==> config.mk <==
export PLATFORM = sky130hd
export DESIGN_NAME = freeze_seq
export DESIGN_NICKNAME = d
export VERILOG_FILES = /design/src/rtl/freeze_pkg.sv /design/src/rtl/btn_qualifier.sv /design/src/rtl/stack_watch.sv /design/src/rtl/freeze_core.sv /design/src/rtl/freeze_seq.sv
export SDC_FILE = /design/constraint.sdc
export NUM_CORES = 1
export LEC_CHECK = 0
export ABC_AREA = 1
export BUFFER_PORTS_ARGS = -buffer_cell sky130_fd_sc_hd__clkbuf_2
export CAP_MARGIN = 10
export CELL_PAD_IN_SITES_DETAIL_PLACEMENT = 0
export CELL_PAD_IN_SITES_GLOBAL_PLACEMENT = 2
export CORE_UTILIZATION = 22
export CTS_CLUSTER_DIAMETER = 50
export CTS_CLUSTER_SIZE = 12
export DETAILED_ROUTE_END_ITERATION = 7
export PLACE_DENSITY = 0.83
export SYNTH_ARGS = -nofsm -noshare
export SYNTH_HDL_FRONTEND = slang
export SYNTH_SLANG_ARGS = --single-unit
==> constraint.sdc <==
create_clock -name clk_i -period 1.24 [get_ports clk_i]
set_clock_uncertainty 0.2 [all_clocks]
set_input_delay 0.248 -clock clk_i [delete_from_list [all_inputs] [get_ports clk_i]]
set_output_delay 0.248 -clock clk_i [all_outputs]
set_load 0.01 [all_outputs]
==> src/rtl/freeze_pkg.sv <==
package freeze_pkg;
  localparam logic [7:0] STACK_PAGE = 8'h01;
  localparam int         STACK_RUN  = 3;

  function automatic int hold_cycles(input int clk_hz, input int hold_ns);
    return (clk_hz / 1000) * hold_ns / 1_000_000;
  endfunction
endpackage

==> src/rtl/btn_qualifier.sv <==
module btn_qualifier #(
  parameter int HOLD_CYC = 64
) (
  input  logic clk_i,
  input  logic rst_ni,
  input  logic btn_i,
  output logic arm_o
);
  localparam int SAT   = HOLD_CYC + 1;
  localparam int CNT_W = $clog2(SAT + 1);

  logic [CNT_W-1:0] cnt_q;

  // count consecutive high cycles, saturate once the press is long enough
  always_ff @(posedge clk_i or negedge rst_ni) begin
    if (!rst_ni)                   cnt_q <= '0;
    else if (!btn_i)               cnt_q <= '0;
    else if (cnt_q != CNT_W'(SAT)) cnt_q <= cnt_q + 1'b1;
  end

  assign arm_o = !btn_i && (cnt_q == CNT_W'(SAT));

  assert_arm_after_press_R2: assert property (@(posedge clk_i) disable iff (!rst_ni)
    arm_o |-> $past(btn_i));
  assert_no_arm_while_held_R3: assert property (@(posedge clk_i) disable iff (!rst_ni)
    btn_i |-> !arm_o);
endmodule

==> src/rtl/stack_watch.sv <==
module stack_watch
  import freeze_pkg::*;
#(
  parameter int ADDR_W = 16
) (
  input  logic              clk_i,
  input  logic              rst_ni,
  input  logic              pending_i,
  input  logic              bus_valid_i,
  input  logic              rnw_i,
  input  logic [ADDR_W-1:0] addr_i,
  output logic              hit_o
);
  localparam int RUN_W = $clog2(STACK_RUN);

  logic [RUN_W-1:0] run_q;
  logic             stk_wr;

  assign stk_wr = !rnw_i && ((addr_i >> 8) == ADDR_W'(STACK_PAGE));
  assign hit_o  = pending_i && bus_valid_i && stk_wr
                  && (run_q == RUN_W'(STACK_RUN - 1));

  always_ff @(posedge clk_i or negedge rst_ni) begin
    if (!rst_ni)                  run_q <= '0;
    else if (!pending_i || hit_o) run_q <= '0;
    else if (bus_valid_i)         run_q <= stk_wr ? run_q + 1'b1 : '0;
  end

  assert_idle_unarmed_R9: assert property (@(posedge clk_i) disable iff (!rst_ni)
    !pending_i |=> (run_q == '0));
  assert_break_clears_R5: assert property (@(posedge clk_i) disable iff (!rst_ni)
    (bus_valid_i && !stk_wr) |=> (run_q == '0));
endmodule

==> src/rtl/freeze_core.sv <==
module freeze_core (
  input  logic clk_i,
  input  logic rst_ni,
  input  logic arm_i,
  input  logic hit_i,
  input  logic no_freeze_i,
  input  logic flash_jmp_i,
  input  logic exit_i,
  output logic pending_o,
  output logic done_o
);
  logic pending_q, done_q, arm_ok;

  assign arm_ok = arm_i && !no_freeze_i && !flash_jmp_i && !done_q;

  always_ff @(posedge clk_i or negedge rst_ni) begin
    if (!rst_ni) begin
      pending_q <= 1'b0;
      done_q    <= 1'b0;
    end else begin
      if (hit_i)       pending_q <= 1'b0;
      else if (arm_ok) pending_q <= 1'b1;
      if (hit_i)       done_q    <= 1'b1;
      else if (exit_i) done_q    <= 1'b0;
    end
  end

  assign pending_o = pending_q;
  assign done_o    = done_q;

  assert_done_drops_req_R4: assert property (@(posedge clk_i) disable iff (!rst_ni)
    $rose(done_q) |-> !pending_q);
  assert_done_needs_pending_R5: assert property (@(posedge clk_i) disable iff (!rst_ni)
    (!done_q && !pending_q) |=> !done_q);
  assert_done_holds_R7: assert property (@(posedge clk_i) disable iff (!rst_ni)
    (done_q && !exit_i) |=> done_q);
  assert_inhibit_R8: assert property (@(posedge clk_i) disable iff (!rst_ni)
    ((no_freeze_i || flash_jmp_i) && !pending_q) |=> !pending_q);
  assert_exit_idle_R10: assert property (@(posedge clk_i) disable iff (!rst_ni)
    (exit_i && !done_q && !pending_q && !arm_i) |=> (!done_q && !pending_q));
endmodule

==> src/rtl/freeze_seq.sv <==
module freeze_seq
  import freeze_pkg::*;
#(
  parameter int CLK_HZ  = 32_000_000,
  parameter int HOLD_NS = 2000,
  parameter int ADDR_W  = 16
) (
  input  logic              clk_i,
  input  logic              rst_ni,
  input  logic              btn_i,
  input  logic [ADDR_W-1:0] addr_i,
  input  logic              rnw_i,
  input  logic              bus_valid_i,
  input  logic              no_freeze_i,
  input  logic              flash_jmp_i,
  input  logic              exit_i,
  output logic              irq_req_o,
  output logic              nmi_req_o,
  output logic              frozen_o,
  output logic              btn_level_o
);
  localparam int HOLD_CYC = hold_cycles(CLK_HZ, HOLD_NS);

  logic arm, hit, pending, done;

  btn_qualifier #(.HOLD_CYC(HOLD_CYC)) u_qual (
    .clk_i(clk_i), .rst_ni(rst_ni), .btn_i(btn_i), .arm_o(arm)
  );

  stack_watch #(.ADDR_W(ADDR_W)) u_watch (
    .clk_i(clk_i), .rst_ni(rst_ni), .pending_i(pending),
    .bus_valid_i(bus_valid_i), .rnw_i(rnw_i), .addr_i(addr_i), .hit_o(hit)
  );

  freeze_core u_core (
    .clk_i(clk_i), .rst_ni(rst_ni), .arm_i(arm), .hit_i(hit),
    .no_freeze_i(no_freeze_i), .flash_jmp_i(flash_jmp_i), .exit_i(exit_i),
    .pending_o(pending), .done_o(done)
  );

  assign irq_req_o   = pending;
  assign nmi_req_o   = pending;
  assign frozen_o    = done;
  assign btn_level_o = btn_i;

  assert_reset_state_R1: assert property (@(posedge clk_i)
    !rst_ni |-> (!irq_req_o && !frozen_o));
  assert_req_frozen_excl_R4: assert property (@(posedge clk_i) disable iff (!rst_ni)
    !(irq_req_o && frozen_o));
endmodule

==> impl_metrics.prom <==
# TYPE chip_impl_metric gauge
chip_impl_metric{name="setup_viol",unit=""} 10
chip_impl_metric{name="postSynthAreaPerCell",unit="um^2"} 7.75
chip_impl_metric{name="wp_data_arrival",unit="ns"} 1.33
chip_impl_metric{name="stdcell_count",unit=""} 150
chip_impl_metric{name="gate_count_post_synth",unit=""} 84
chip_impl_metric{name="layout.core_utilization",unit="%"} 36.5
chip_impl_metric{name="worst_slew_margin_rel",unit="%"} 80.1
chip_impl_metric{name="placement.io_buffers",unit=""} 19
chip_impl_metric{name="yosysUniqueCellTypes",unit=""} 16
chip_impl_metric{name="drive_gt1_share",unit="%"} 49.6
chip_impl_info{name="critical_path.slowest_cell",value="dfrtp_1"} 1
chip_impl_metric{name="globalRouteOverflowTotal",unit=""} 0
chip_impl_metric{name="dp_slack",unit="ns"} -0.110
chip_impl_metric{name="worstSkewPairLatency",unit="ns"} 0.27
chip_impl_info{name="run_status",value="complete, but fails checks"} 1
chip_impl_info{name="clock_tree_from_tritoncts",value="done"} 1
chip_impl_info{name="clock_tree.root_cell",value="clkbuf_4"} 1
chip_impl_metric{name="postSynthRegisterBits",unit=""} 11
chip_impl_metric{name="drtAntennaViolNets",unit=""} 0
chip_impl_info{name="synth.top_cells.by_area",value="dfrtp_1, nand2_1, inv_1"} 1
chip_impl_metric{name="finalHoldViolations",unit=""} 0
chip_impl_metric{name="floorplan.core_area",unit="mm^2"} 0.00278
chip_impl_metric{name="pin_count_of_the_biggest_net_entering_global_routing",unit=""} 12
chip_impl_metric{name="top_level_ports",unit=""} 28
chip_impl_metric{name="syn-num-nets",unit=""} 111
chip_impl_metric{name="fp-row-count",unit=""} 19
chip_impl_info{name="hp-class",value="in2reg"} 1
chip_impl_metric{name="crit_path_max_fanout",unit=""} 3
chip_impl_metric{name="synth.cell_area",unit="um^2"} 651
chip_impl_metric{name="grt_antenna_before_repair",unit=""} 0
chip_impl_metric{name="cts_num_sinks",unit=""} 11
chip_impl_metric{name="tritoncts.num_buffers",unit=""} 3
chip_impl_metric{name="die_height",unit="um"} 56.4
chip_impl_metric{name="synth.yosys.seq_area_share",unit="%"} 42.3
chip_impl_metric{name="timing_max_transition_violations_final",unit=""} 0
chip_impl_metric{name="detail_route.vias_per_cell",unit=""} 4.06
chip_impl_metric{name="detail_route.wl_per_cell",unit="um"} 9.51
chip_impl_info{name="rsz_0062_raised_after_global_routing",value="yes"} 1
chip_impl_metric{name="worst-endpoint-required",unit="ns"} 1.24
chip_impl_metric{name="total_power",unit="mW"} 0.777
chip_impl_info{name="setup.worst_path.start_class",value="register"} 1
chip_impl_metric{name="cts.htree.levels",unit=""} 1
chip_impl_metric{name="ir_drop",unit="uV"} 505
chip_impl_metric{name="firstDrtPassIters",unit=""} 2
chip_impl_metric{name="areaGrowthSynthToFinish",unit="%"} 56.0
chip_impl_metric{name="rrSetupSlack",unit="ns"} -0.09
chip_impl_metric{name="cts.reportedPaths.clkPinSlew",unit="ns"} 0.08
chip_impl_metric{name="initial_utilization",unit="%"} 23.4
chip_impl_metric{name="wire_length_of_the_first_global_routing_pass",unit="um"} 2260
chip_impl_metric{name="grt_pass1_vias",unit=""} 570
chip_impl_metric{name="power_density",unit="mW/mm^2"} 766
chip_impl_metric{name="dp_cell_count",unit=""} 137
chip_impl_metric{name="gp_congestion",unit=""} 0.783
chip_impl_metric{name="synthesis.yosys.warnings",unit=""} 0
chip_impl_metric{name="dp_hpwl",unit="um"} 958
chip_impl_metric{name="critical_path.max_stage_delay",unit="ns"} 0.44
chip_impl_metric{name="final_critical_path_setup_slack",unit="ns"} -0.0876
chip_impl_metric{name="final_net_count",unit=""} 147
chip_impl_info{name="critical_path.cell_chain",value="inv_1, ha_2, nand4_4, nor2_4, nand2_2, o21ai_2"} 1
chip_impl_metric{name="die_area",unit="mm^2"} 0.00318
chip_impl_metric{name="layout_worst_path_cycle_share",unit="%"} 107
chip_impl_info{name="mostFrequentLayoutCells",value="clkbuf_2, nand2_1, inv_1, nor2_1, buf_4"} 1
chip_impl_info{name="cp-end-kind",value="register"} 1
chip_impl_metric{name="vias",unit=""} 609
chip_impl_metric{name="die-width",unit="um"} 56.4
chip_impl_metric{name="p_leak",unit="nW"} 0.474
chip_impl_metric{name="clk_path_buf_depth",unit=""} 2
chip_impl_info{name="mostFrequentLayoutCell",value="clkbuf_2"} 1
chip_impl_metric{name="yosys.area.top_type_share",unit="%"} 42.3
chip_impl_info{name="setup.worst_path.class",value="reg2reg"} 1
chip_impl_info{name="violations",value="negative setup slack"} 1
chip_impl_metric{name="detail_route.drc_violations",unit=""} 0
chip_impl_metric{name="fin_worst_hold_slack",unit="ns"} 0.0897
chip_impl_metric{name="tightest_slew",unit="ns"} 0.298
chip_impl_metric{name="drv_cap",unit=""} 0
chip_impl_metric{name="maxClockFrequency",unit="GHz"} 0.753
chip_impl_metric{name="drt_iter0_markers",unit=""} 15
chip_impl_metric{name="postRouteWirelength",unit="um"} 1430
chip_impl_info{name="yosysTopAreaCell",value="dfrtp_1"} 1
chip_impl_metric{name="diodes",unit=""} 0
chip_impl_metric{name="fin_crit",unit="ns"} 1.33
chip_impl_metric{name="grt_usage",unit="%"} 8.84
registers in the layout, indices dropped and copies added, names as in the netlist:
name	count
u_qual.cnt_q	7
u_watch.run_q	2
u_core.done_o	1
u_core.pending_o	1
per-stage QoR:
step / cell area (um^2) / setup TNS [ns]
global route: 1010 / -1.39
CTS: 905 / -0.524
detailed placement: 810 / -0.541
finish: 1010 / -0.564
global placement: 810 / -0.432
floorplan: 653 / -0.0429
per-layer routing:
metal  part of all wire, %  global-route usage [%]  wire, um  vias to the layer above
li1                      -                       -         -                      329
met5                     0                       0         0                        -
met1                    44                    11.1       626                      264
met4                     0                    2.09         0                        0
met2                    51                    15.1       731                       16
met3                   4.9                    2.30        70                        0
worst max-delay path: cells and delay by family (launching register included):
family                   cells  cell delay (ns)
flip-flops                   1             0.44
AO/OA/AOI/OAI                1             0.05
adder cells (fa/ha/maj)      1             0.19
AND/OR/NAND/NOR              3             0.28
buffers and inverters        1             0.09
power by group:
group / switching [mW] / leakage (nW) / internal (mW) / total [mW]
clock network: 0.131 / 0.0177 / 0.119 / 0.251
registers: 0.0144 / 0.148 / 0.369 / 0.384
logic: 0.0670 / 0.309 / 0.0761 / 0.143
worst paths after layout:
path                                  startpoint          endpoint  cells past startpoint
max in group asynchronous                 rst_ni   u_qual.cnt_q[0]                      2
worst max-delay path             u_qual.cnt_q[1]   u_qual.cnt_q[0]                      6
worst min register to register  u_core.pending_o  u_core.pending_o                      2
worst min-delay path                 no_freeze_i  u_core.pending_o                      6
worst max register to register   u_qual.cnt_q[1]   u_qual.cnt_q[0]                      6
min in group asynchronous                 rst_ni   u_qual.cnt_q[1]                      2
area by class of cell:
type	instances	area (um^2)
Clock buffer	3	22.5
Fill cell	293	1770
Tap cell	31	38.8
Timing Repair Buffer	33	213
Multi-Input combinational cell	56	402
Clock inverter	1	5.00
Sequential cell	11	278
Inverter	15	56.3
synth_stat cells:
cell      instances
nand2_1          19
inv_1            15
nor2_1           12
dfrtp_1          11
nand3_1           4
nor2_2            4
a21oi_1           3
ha_1              3
o21ai_0           3
buf_4             2
nand3_2           2
o21ai_2           2
a21oi_2           1
nand3b_1          1
nand4_2           1
xnor2_1           1
what timing repair did:
action	4_1_cts	5_1_grt
endpoints found under the setup margin	11	14
pin swaps	8	9
hold buffers	2	0
endpoints found under the hold margin	12	0
buffers inserted	3	4
gates resized for setup	6	20
cell families (layout without fill, tap and decap cells):
group,Yosys count,count (layout),synth area share (%)
buffers and inverters,17,52,11.0
XOR/XNOR,1,1,1.35
adder cells (fa/ha/maj),3,3,5.77
AND/OR/NAND/NOR,43,43,31.0
flip-flops,11,11,42.3
AO/OA/AOI/OAI,9,9,8.65
Power figures use the tool's default switching activity.
